### src/rtl/tvd_pkg.sv
package tvd_pkg;
  typedef enum logic {PH_FILL = 1'b0, PH_WALK = 1'b1} phase_e;

  localparam int unsigned DEF_N = 7;
  localparam int unsigned DEF_K = 5;
  // columns k6..k0 = 1,3,2,1,3,2,1 (each 2 bits)
  localparam logic [13:0] DEF_H = 14'b01_11_10_01_11_10_01;
endpackage

### src/rtl/tvd_col_rom.sv
module tvd_col_rom #(
  parameter int unsigned N = 7,
  parameter int unsigned R = 2,
  parameter logic [N*R-1:0] H_COLS = '0,
  parameter int unsigned IDX_W = 3
) (
  input  logic [IDX_W-1:0] idx,
  output logic [R-1:0]     col
);
  always_comb begin
    col = '0;
    for (int i = 0; i < int'(N); i++) begin
      if (idx == IDX_W'(i)) col = H_COLS[i*R +: R];
    end
  end
endmodule

### src/rtl/tvd_perm.sv
module tvd_perm #(
  parameter int unsigned R  = 2,
  parameter int unsigned DW = 8,
  localparam int unsigned M = 1 << R
) (
  input  logic [R-1:0]  ctrl,
  input  logic [DW-1:0] din  [M],
  output logic [DW-1:0] dout [M]
);
  // stage j swaps the pair whose indices differ in bit j when ctrl[j] is set,
  // so dout[s] = din[s ^ ctrl]
  logic [DW-1:0] stg [R+1][M];

  genvar gi, gj;
  generate
    for (gi = 0; gi < M; gi++) begin : g_in
      assign stg[0][gi] = din[gi];
      assign dout[gi]   = stg[R][gi];
    end
    for (gj = 0; gj < R; gj++) begin : g_stage
      for (gi = 0; gi < M; gi++) begin : g_sw
        localparam int unsigned PEER = gi ^ (1 << gj);
        assign stg[gj+1][gi] = ctrl[gj] ? stg[gj][PEER] : stg[gj][gi];
      end
    end
  endgenerate
endmodule

### src/rtl/tvd_acs.sv
module tvd_acs #(
  parameter int unsigned W  = 7,
  parameter int unsigned LW = 4
) (
  input  logic [W-1:0]        m_stay,
  input  logic                reach_stay,
  input  logic [W-1:0]        m_cross,
  input  logic                reach_cross,
  input  logic signed [LW-1:0] llr,
  output logic [W-1:0]        m_out,
  output logic                reach_out,
  output logic                dec
);
  logic [W-1:0] cand;
  logic [W-1:0] diff;
  logic         cross_wins;

  always_comb begin
    cand       = m_cross + {{(W-LW){llr[LW-1]}}, llr};
    diff       = cand - m_stay;
    // wrapped compare: strictly greater only, ties keep the bit-0 branch
    cross_wins = reach_cross && (!reach_stay || (!diff[W-1] && (diff != '0)));
    m_out      = cross_wins ? cand : m_stay;
    reach_out  = reach_stay | reach_cross;
    dec        = cross_wins;
  end
endmodule

### src/rtl/tvd_trace.sv
module tvd_trace
  import tvd_pkg::*;
#(
  parameter int unsigned N = 7,
  parameter int unsigned R = 2,
  parameter logic [N*R-1:0] H_COLS = '0,
  parameter int unsigned IDX_W = 3,
  localparam int unsigned M = 1 << R
) (
  input  logic             clk,
  input  logic             srst_n,
  input  logic             wr_en,
  input  logic [IDX_W-1:0] wr_idx,
  input  logic [M-1:0]     wr_dec,
  input  logic             start,
  output logic             busy,
  output logic             out_valid,
  output logic [N-1:0]     out_bits
);
  logic [M-1:0]     surv_q [N];
  phase_e           phase_q, phase_d;
  logic [IDX_W-1:0] k_q, k_d;
  logic [R-1:0]     st_q, st_d;
  logic [N-1:0]     bits_q, bits_d;
  logic             ov_q, ov_d;
  logic [R-1:0]     col;
  logic             bit_now;

  tvd_col_rom #(.N(N), .R(R), .H_COLS(H_COLS), .IDX_W(IDX_W)) u_rom (
    .idx (k_q),
    .col (col)
  );

  // survivor store: written once per accepted step, no reset needed
  always_ff @(posedge clk) begin
    if (wr_en) surv_q[wr_idx] <= wr_dec;
  end

  assign bit_now = surv_q[k_q][st_q];

  always_comb begin
    phase_d = phase_q;
    k_d     = k_q;
    st_d    = st_q;
    bits_d  = bits_q;
    ov_d    = 1'b0;
    case (phase_q)
      PH_FILL: begin
        if (start) begin
          phase_d = PH_WALK;
          k_d     = IDX_W'(N - 1);
          st_d    = '0;
        end
      end
      default: begin
        bits_d[k_q] = bit_now;
        if (bit_now) st_d = st_q ^ col;
        if (k_q == '0) begin
          phase_d = PH_FILL;
          ov_d    = 1'b1;
        end else begin
          k_d = k_q - 1'b1;
        end
      end
    endcase
  end

  always_ff @(posedge clk or negedge srst_n) begin
    if (!srst_n) begin
      phase_q <= PH_FILL;
      k_q     <= '0;
      st_q    <= '0;
      bits_q  <= '0;
      ov_q    <= 1'b0;
    end else begin
      phase_q <= phase_d;
      k_q     <= k_d;
      st_q    <= st_d;
      bits_q  <= bits_d;
      ov_q    <= ov_d;
    end
  end

  assign busy      = (phase_q == PH_WALK);
  assign out_valid = ov_q;
  assign out_bits  = bits_q;
endmodule

### src/rtl/trellis_vd.sv
module trellis_vd
  import tvd_pkg::*;
#(
  parameter int unsigned N        = DEF_N,
  parameter int unsigned K        = DEF_K,
  parameter int unsigned LLR_W    = 4,
  parameter int unsigned METRIC_W = 7,
  parameter logic [N*(N-K)-1:0] H_COLS = DEF_H
) (
  input  logic                    clk,
  input  logic                    rst_n,
  input  logic                    in_valid,
  output logic                    in_ready,
  input  logic signed [LLR_W-1:0] in_llr,
  output logic                    out_valid,
  output logic [N-1:0]            out_bits
);
  localparam int unsigned R     = N - K;
  localparam int unsigned M     = 1 << R;
  localparam int unsigned IDX_W = (N > 1) ? $clog2(N) : 1;
  localparam int unsigned W     = METRIC_W;
  localparam logic [M-1:0] REACH_INIT = M'(1);

  // reset: asserted asynchronously, released through two flops
  logic [1:0] rs_q;
  logic       srst_n;
  always_ff @(posedge clk or negedge rst_n) begin
    if (!rst_n) rs_q <= 2'b00;
    else        rs_q <= {rs_q[0], 1'b1};
  end
  assign srst_n = rs_q[1];

  logic [IDX_W-1:0] step_q, step_d;
  logic [W-1:0]     met_q [M];
  logic [W-1:0]     met_d [M];
  logic [M-1:0]     reach_q, reach_d;
  logic [W-1:0]     acs_m [M];
  logic [M-1:0]     acs_r;
  logic [M-1:0]     dec;
  logic [W:0]       pin  [M];
  logic [W:0]       pout [M];
  logic [R-1:0]     col;
  logic             acc, last, busy;

  assign in_ready = !busy;
  assign acc      = in_valid && in_ready;
  assign last     = acc && (step_q == IDX_W'(N - 1));

  tvd_col_rom #(.N(N), .R(R), .H_COLS(H_COLS), .IDX_W(IDX_W)) u_rom (
    .idx (step_q),
    .col (col)
  );

  tvd_perm #(.R(R), .DW(W + 1)) u_perm (
    .ctrl (col),
    .din  (pin),
    .dout (pout)
  );

  genvar gs;
  generate
    for (gs = 0; gs < M; gs++) begin : g_state
      assign pin[gs] = {reach_q[gs], met_q[gs]};
      tvd_acs #(.W(W), .LW(LLR_W)) u_acs (
        .m_stay      (met_q[gs]),
        .reach_stay  (reach_q[gs]),
        .m_cross     (pout[gs][W-1:0]),
        .reach_cross (pout[gs][W]),
        .llr         (in_llr),
        .m_out       (acs_m[gs]),
        .reach_out   (acs_r[gs]),
        .dec         (dec[gs])
      );
    end
  endgenerate

  always_comb begin
    step_d  = step_q;
    reach_d = reach_q;
    for (int i = 0; i < int'(M); i++) met_d[i] = met_q[i];
    if (acc) begin
      if (last) begin
        step_d  = '0;
        reach_d = REACH_INIT;
        for (int i = 0; i < int'(M); i++) met_d[i] = '0;
      end else begin
        step_d  = step_q + 1'b1;
        reach_d = acs_r;
        for (int i = 0; i < int'(M); i++) met_d[i] = acs_m[i];
      end
    end
  end

  always_ff @(posedge clk or negedge srst_n) begin
    if (!srst_n) begin
      step_q  <= '0;
      reach_q <= REACH_INIT;
      for (int i = 0; i < int'(M); i++) met_q[i] <= '0;
    end else begin
      step_q  <= step_d;
      reach_q <= reach_d;
      for (int i = 0; i < int'(M); i++) met_q[i] <= met_d[i];
    end
  end

  tvd_trace #(.N(N), .R(R), .H_COLS(H_COLS), .IDX_W(IDX_W)) u_trace (
    .clk       (clk),
    .srst_n    (srst_n),
    .wr_en     (acc),
    .wr_idx    (step_q),
    .wr_dec    (dec),
    .start     (last),
    .busy      (busy),
    .out_valid (out_valid),
    .out_bits  (out_bits)
  );
endmodule

### config.mk
export PLATFORM = sky130hd
export DESIGN_NAME = trellis_vd
export DESIGN_NICKNAME = d
export VERILOG_FILES = /design/src/rtl/tvd_pkg.sv /design/src/rtl/tvd_col_rom.sv /design/src/rtl/tvd_perm.sv /design/src/rtl/tvd_acs.sv /design/src/rtl/tvd_trace.sv /design/src/rtl/trellis_vd.sv
export SDC_FILE = /design/constraint.sdc
export NUM_CORES = 1
export LEC_CHECK = 0
export BUFFER_PORTS_ARGS = -buffer_cell sky130_fd_sc_hd__buf_2
export CELL_PAD_IN_SITES_DETAIL_PLACEMENT = 0
export CELL_PAD_IN_SITES_GLOBAL_PLACEMENT = 1
export CORE_MARGIN = 3
export CORE_UTILIZATION = 40
export CTS_CLUSTER_SIZE = 30
export DETAILED_ROUTE_END_ITERATION = 16
export PLACE_DENSITY = 0.65
export SETUP_SLACK_MARGIN = 0.3
export SLEW_MARGIN = 20
export SYNTH_ARGS = -nofsm -noshare
export SYNTH_HDL_FRONTEND = slang
export SYNTH_SLANG_ARGS = --single-unit
### constraint.sdc
create_clock -name clk -period 3.3 [get_ports clk]
set_clock_uncertainty 0.1 [all_clocks]
set_input_delay 0.165 -clock clk [delete_from_list [all_inputs] [get_ports clk]]
set_output_delay 0.165 -clock clk [all_outputs]
set_load 0.02 [all_outputs]
==> out/qor.txt <==
FF-to-FF setup slack: -1.73 ns
vias per cell: 5.394
Reg2Reg Launch Point: step_q[0]$_DFFE_PN0P_
worst path buffer plus inverter count: 4
Slew Limit Fails: 0
Yosys warning count: 0
Yosys reg bits: 79
Overall Global Routing Usage: 0.2337
HP Class: primary input to async pin
first-pass GRT wire length: 33.40 mm
vias in the first global route: 6665
Placement Cell Area: 8467 sq um
row count: 46
Post-Syn Area: 6609 sq um
worst-margin pin slew: 0.8419 ns
Post-Synth Simple-Gate Area: 0.1340
failing checks: negative setup slack
Syn Area/Cell: 9.428 sq um
Setup crit end kind: flip-flop
Post-Layout Inst Area: 10150 sq um
post-route clock period utilization: 1.524
reg2reg path depth: 23
number of flops mapped to enable cells by yosys: 28
setup ws final: -1.730 ns
Yosys top cell area share: 0.1893
Worst R2R End: met_q[3]$_DFFE_PN0P_
Antenna Nets Post-Route: 0
most frequent cell after synthesis: inv_1
largest net degree at the start of global routing: 36
Crit Path Max Fanout: 7
TritonCTS Sinks: 79
via count: 6387
final setup violation count: 56
Synth-to-Final Area Change: 53.56%
Post-Synth XOR/XNOR Area: 0.04033
GRT Residual Overflow: 0
cell count after synthesis: 701
ys flop type: dfrtp_1
clock-pin slew on the worst setup and hold paths: 0.07 ns
CTS tree: yes
Setup TNS: -90.83 ns
total I/O pin count: 16
max cap viols: 0
CP top delay family: compound AO/OA/AOI/OAI gates
largest family of logic cells by synthesized area: compound AO/OA/AOI/OAI gates
DRC violation count after routing: 0
Worst-Skew Late Latency: 0.35 ns
Fmax: 0.1988 GHz
Synth cell types: 75
core box area: 16000 sq um
FF/Latch Area: 2122 sq um
slowest stage delay, CP: 0.47 ns
CTS H-tree lvls: 3
Worst Path Arrival: 5.16 ns
Starting Density: 0.4130
port bufs: 15
area leader, netlist: dfrtp_1
Crit-path slowest cell: dfrtp_2
Filler cells: 1344
metal2 WL: 11.31 mm
Worst setup SP type: flip-flop
RePlAce Congestion: 0.9314
syn_nets: 775
Hold Slack: 0.03731 ns
Synth area leaders: dfrtp_1, edfxtp_1, ha_1
Final min period: 5.030 ns
final-report hold violation count: 0
mux cell area share after synthesis: 0.1138
clock root cell: clkbuf_16
synth cell count leaders: inv_1, ha_1, a21oi_1, dfrtp_1, nor2_1
clock buffer depth: 2
final WL: 21.47 mm
Routed wire per std cell: 18.13 microns
top sig layer: met4
drt first pass iters: 4
sequential fraction of the synthesis area: 0.3205
die area: 18100 sq um
Post-Synth Adder-Cell Area: 0.1359
hpwl dp: 16.10 mm
CTS Buf Count: 9
met3 wire length: 707 microns
Synth Area in Compound Gates: 0.2026
M1 WL: 8.764 mm
relative slew slack: 0.4388
Ant. Diodes: 0
CP Class: flip-flop to flip-flop
RSZ-0062 raised after global routing: true
status: finished, violations left
crit-path most repeated cell: a21oi_2
Nets: 1037
Iteration-0 DRC Markers: 299
initial antenna violation count: 0
multi-input logic area: 5086 sq um
Post-synth ARST share: 0.6456
Worst EP required: 3.43 ns
ratio of cells with drive above 1 in the final layout: 0.4762
crit path cell chain: buf_12 -> ha_4 -> a211o_4 -> nand2_8 -> buf_8 -> a21oi_2 -> buf_4 -> mux2i_2 -> ha_1 -> a21oi_2 -> o21bai_1 -> a21oi_2 -> xnor2_2 -> ha_1 -> buf_6 -> nor3b_2 -> a221oi_4 -> o311ai_4 -> nand4_1 -> mux2_4 -> a2111oi_4 -> nor2_4 -> a22o_1
DIE WIDTH: 134.5 microns
Die H: 134.5 microns
## sequential cells by signal, indices dropped and copies added, names as in the netlist
register           count
u_trace.out_valid      1
rs_q                   2
step_q                 3
u_trace.busy           1
reach_q                4
u_trace.out_bits       7
u_trace.k_q            3
met_q                 28
u_trace.st_q           2
u_trace.surv_q        28
## cell type report
class | instances | area share
multi-input cells | 535 | 0.5012
clock inverters | 7 | 0.004808
inverters | 68 | 0.02564
flip-flops and latches | 79 | 0.2091
well taps | 216 | 0.02663
clock buffers | 9 | 0.02219
repair buffers | 270 | 0.2105
## worst max path at each step
stage                     depth (start not counted)                        endpoint  slack (ns)                  start
after floorplan                                  25  u_trace.surv_q[0][2]$_DFFE_PP_       -1.71  step_q[0]$_DFFE_PN0P_
after detailed placement                         25            met_q[4]$_DFFE_PN0P_       -2.20  step_q[1]$_DFFE_PN0P_
after CTS                                        23           met_q[20]$_DFFE_PN0P_       -1.68  step_q[0]$_DFFE_PN0P_
final                                            23            met_q[3]$_DFFE_PN0P_       -1.73  step_q[0]$_DFFE_PN0P_
after global placement                           25            met_q[2]$_DFFE_PN0P_       -2.01  step_q[1]$_DFFE_PN0P_
after global routing                             23            met_q[3]$_DFFE_PN0P_       -1.95  step_q[0]$_DFFE_PN0P_
## metrics by stage
step,instances,worst slack [ns],util
final,1184,-1.730,0.6343
after global routing,1184,-1.953,0.6343
after CTS,1163,-1.683,0.5920
after detailed placement,1112,-2.201,0.5292
after global placement,1112,-2.015,0.5292
after floorplan,701,-1.712,-
## cell families (layout without fill, tap and decap cells)
kind of cell             Yosys count  after routing
XOR/XNOR                          28             28
AO/OA/AOI/OAI                    196            196
AND/OR/NAND/NOR                  175            176
adder cells (fa/ha/maj)           67             67
other                              1              1
multiplexers                      67             67
buffers and inverters             88            354
flip-flops                        79             79
## per-layer routing
| layer | global-route usage | vias to the layer above |
|---|---|---|
| li1 | - | 3104 |
| met1 | 0.2766 | 3110 |
| met2 | 0.4190 | 122 |
| met3 | 0.03800 | 51 |
| met4 | 0.1007 | 0 |
| met5 | 0 | - |
## placed cells by master, fill, tap and decap left out, types with 7 or more instances in the layout
cell,Yosys,final
a21o_1,12,10
a21oi_1,56,24
a21oi_2,0,28
a22o_1,14,14
a32o_1,7,7
buf_2,3,15
buf_4,1,232
buf_6,1,15
clkbuf_16,0,10
dfrtp_1,50,47
edfxtp_1,28,28
ha_1,59,44
ha_4,0,11
inv_1,65,60
mux2_2,12,10
mux2i_1,47,31
mux2i_2,0,9
mux2i_4,0,7
nand2_1,33,30
nand3_1,14,10
nor2_1,50,40
nor2b_1,12,9
nor3_1,18,18
nor3b_1,10,7
o211ai_1,7,7
o21a_1,14,14
o21ai_0,24,19
o21ai_1,9,7
xnor2_1,19,11
xnor2_2,1,9
## repair_timing
action	CTS	global route
hold buffers	1	0
hold endpoints to repair	2	0
gates cloned	1	1
endpoints found under the setup margin	56	56
pin swaps	44	64
buffers inserted	33	20
gates resized for setup	99	97
Power is left out: the tool's default activity adds up to more than one toggle a clock period on the data nets, which glitch-free logic cannot reach.
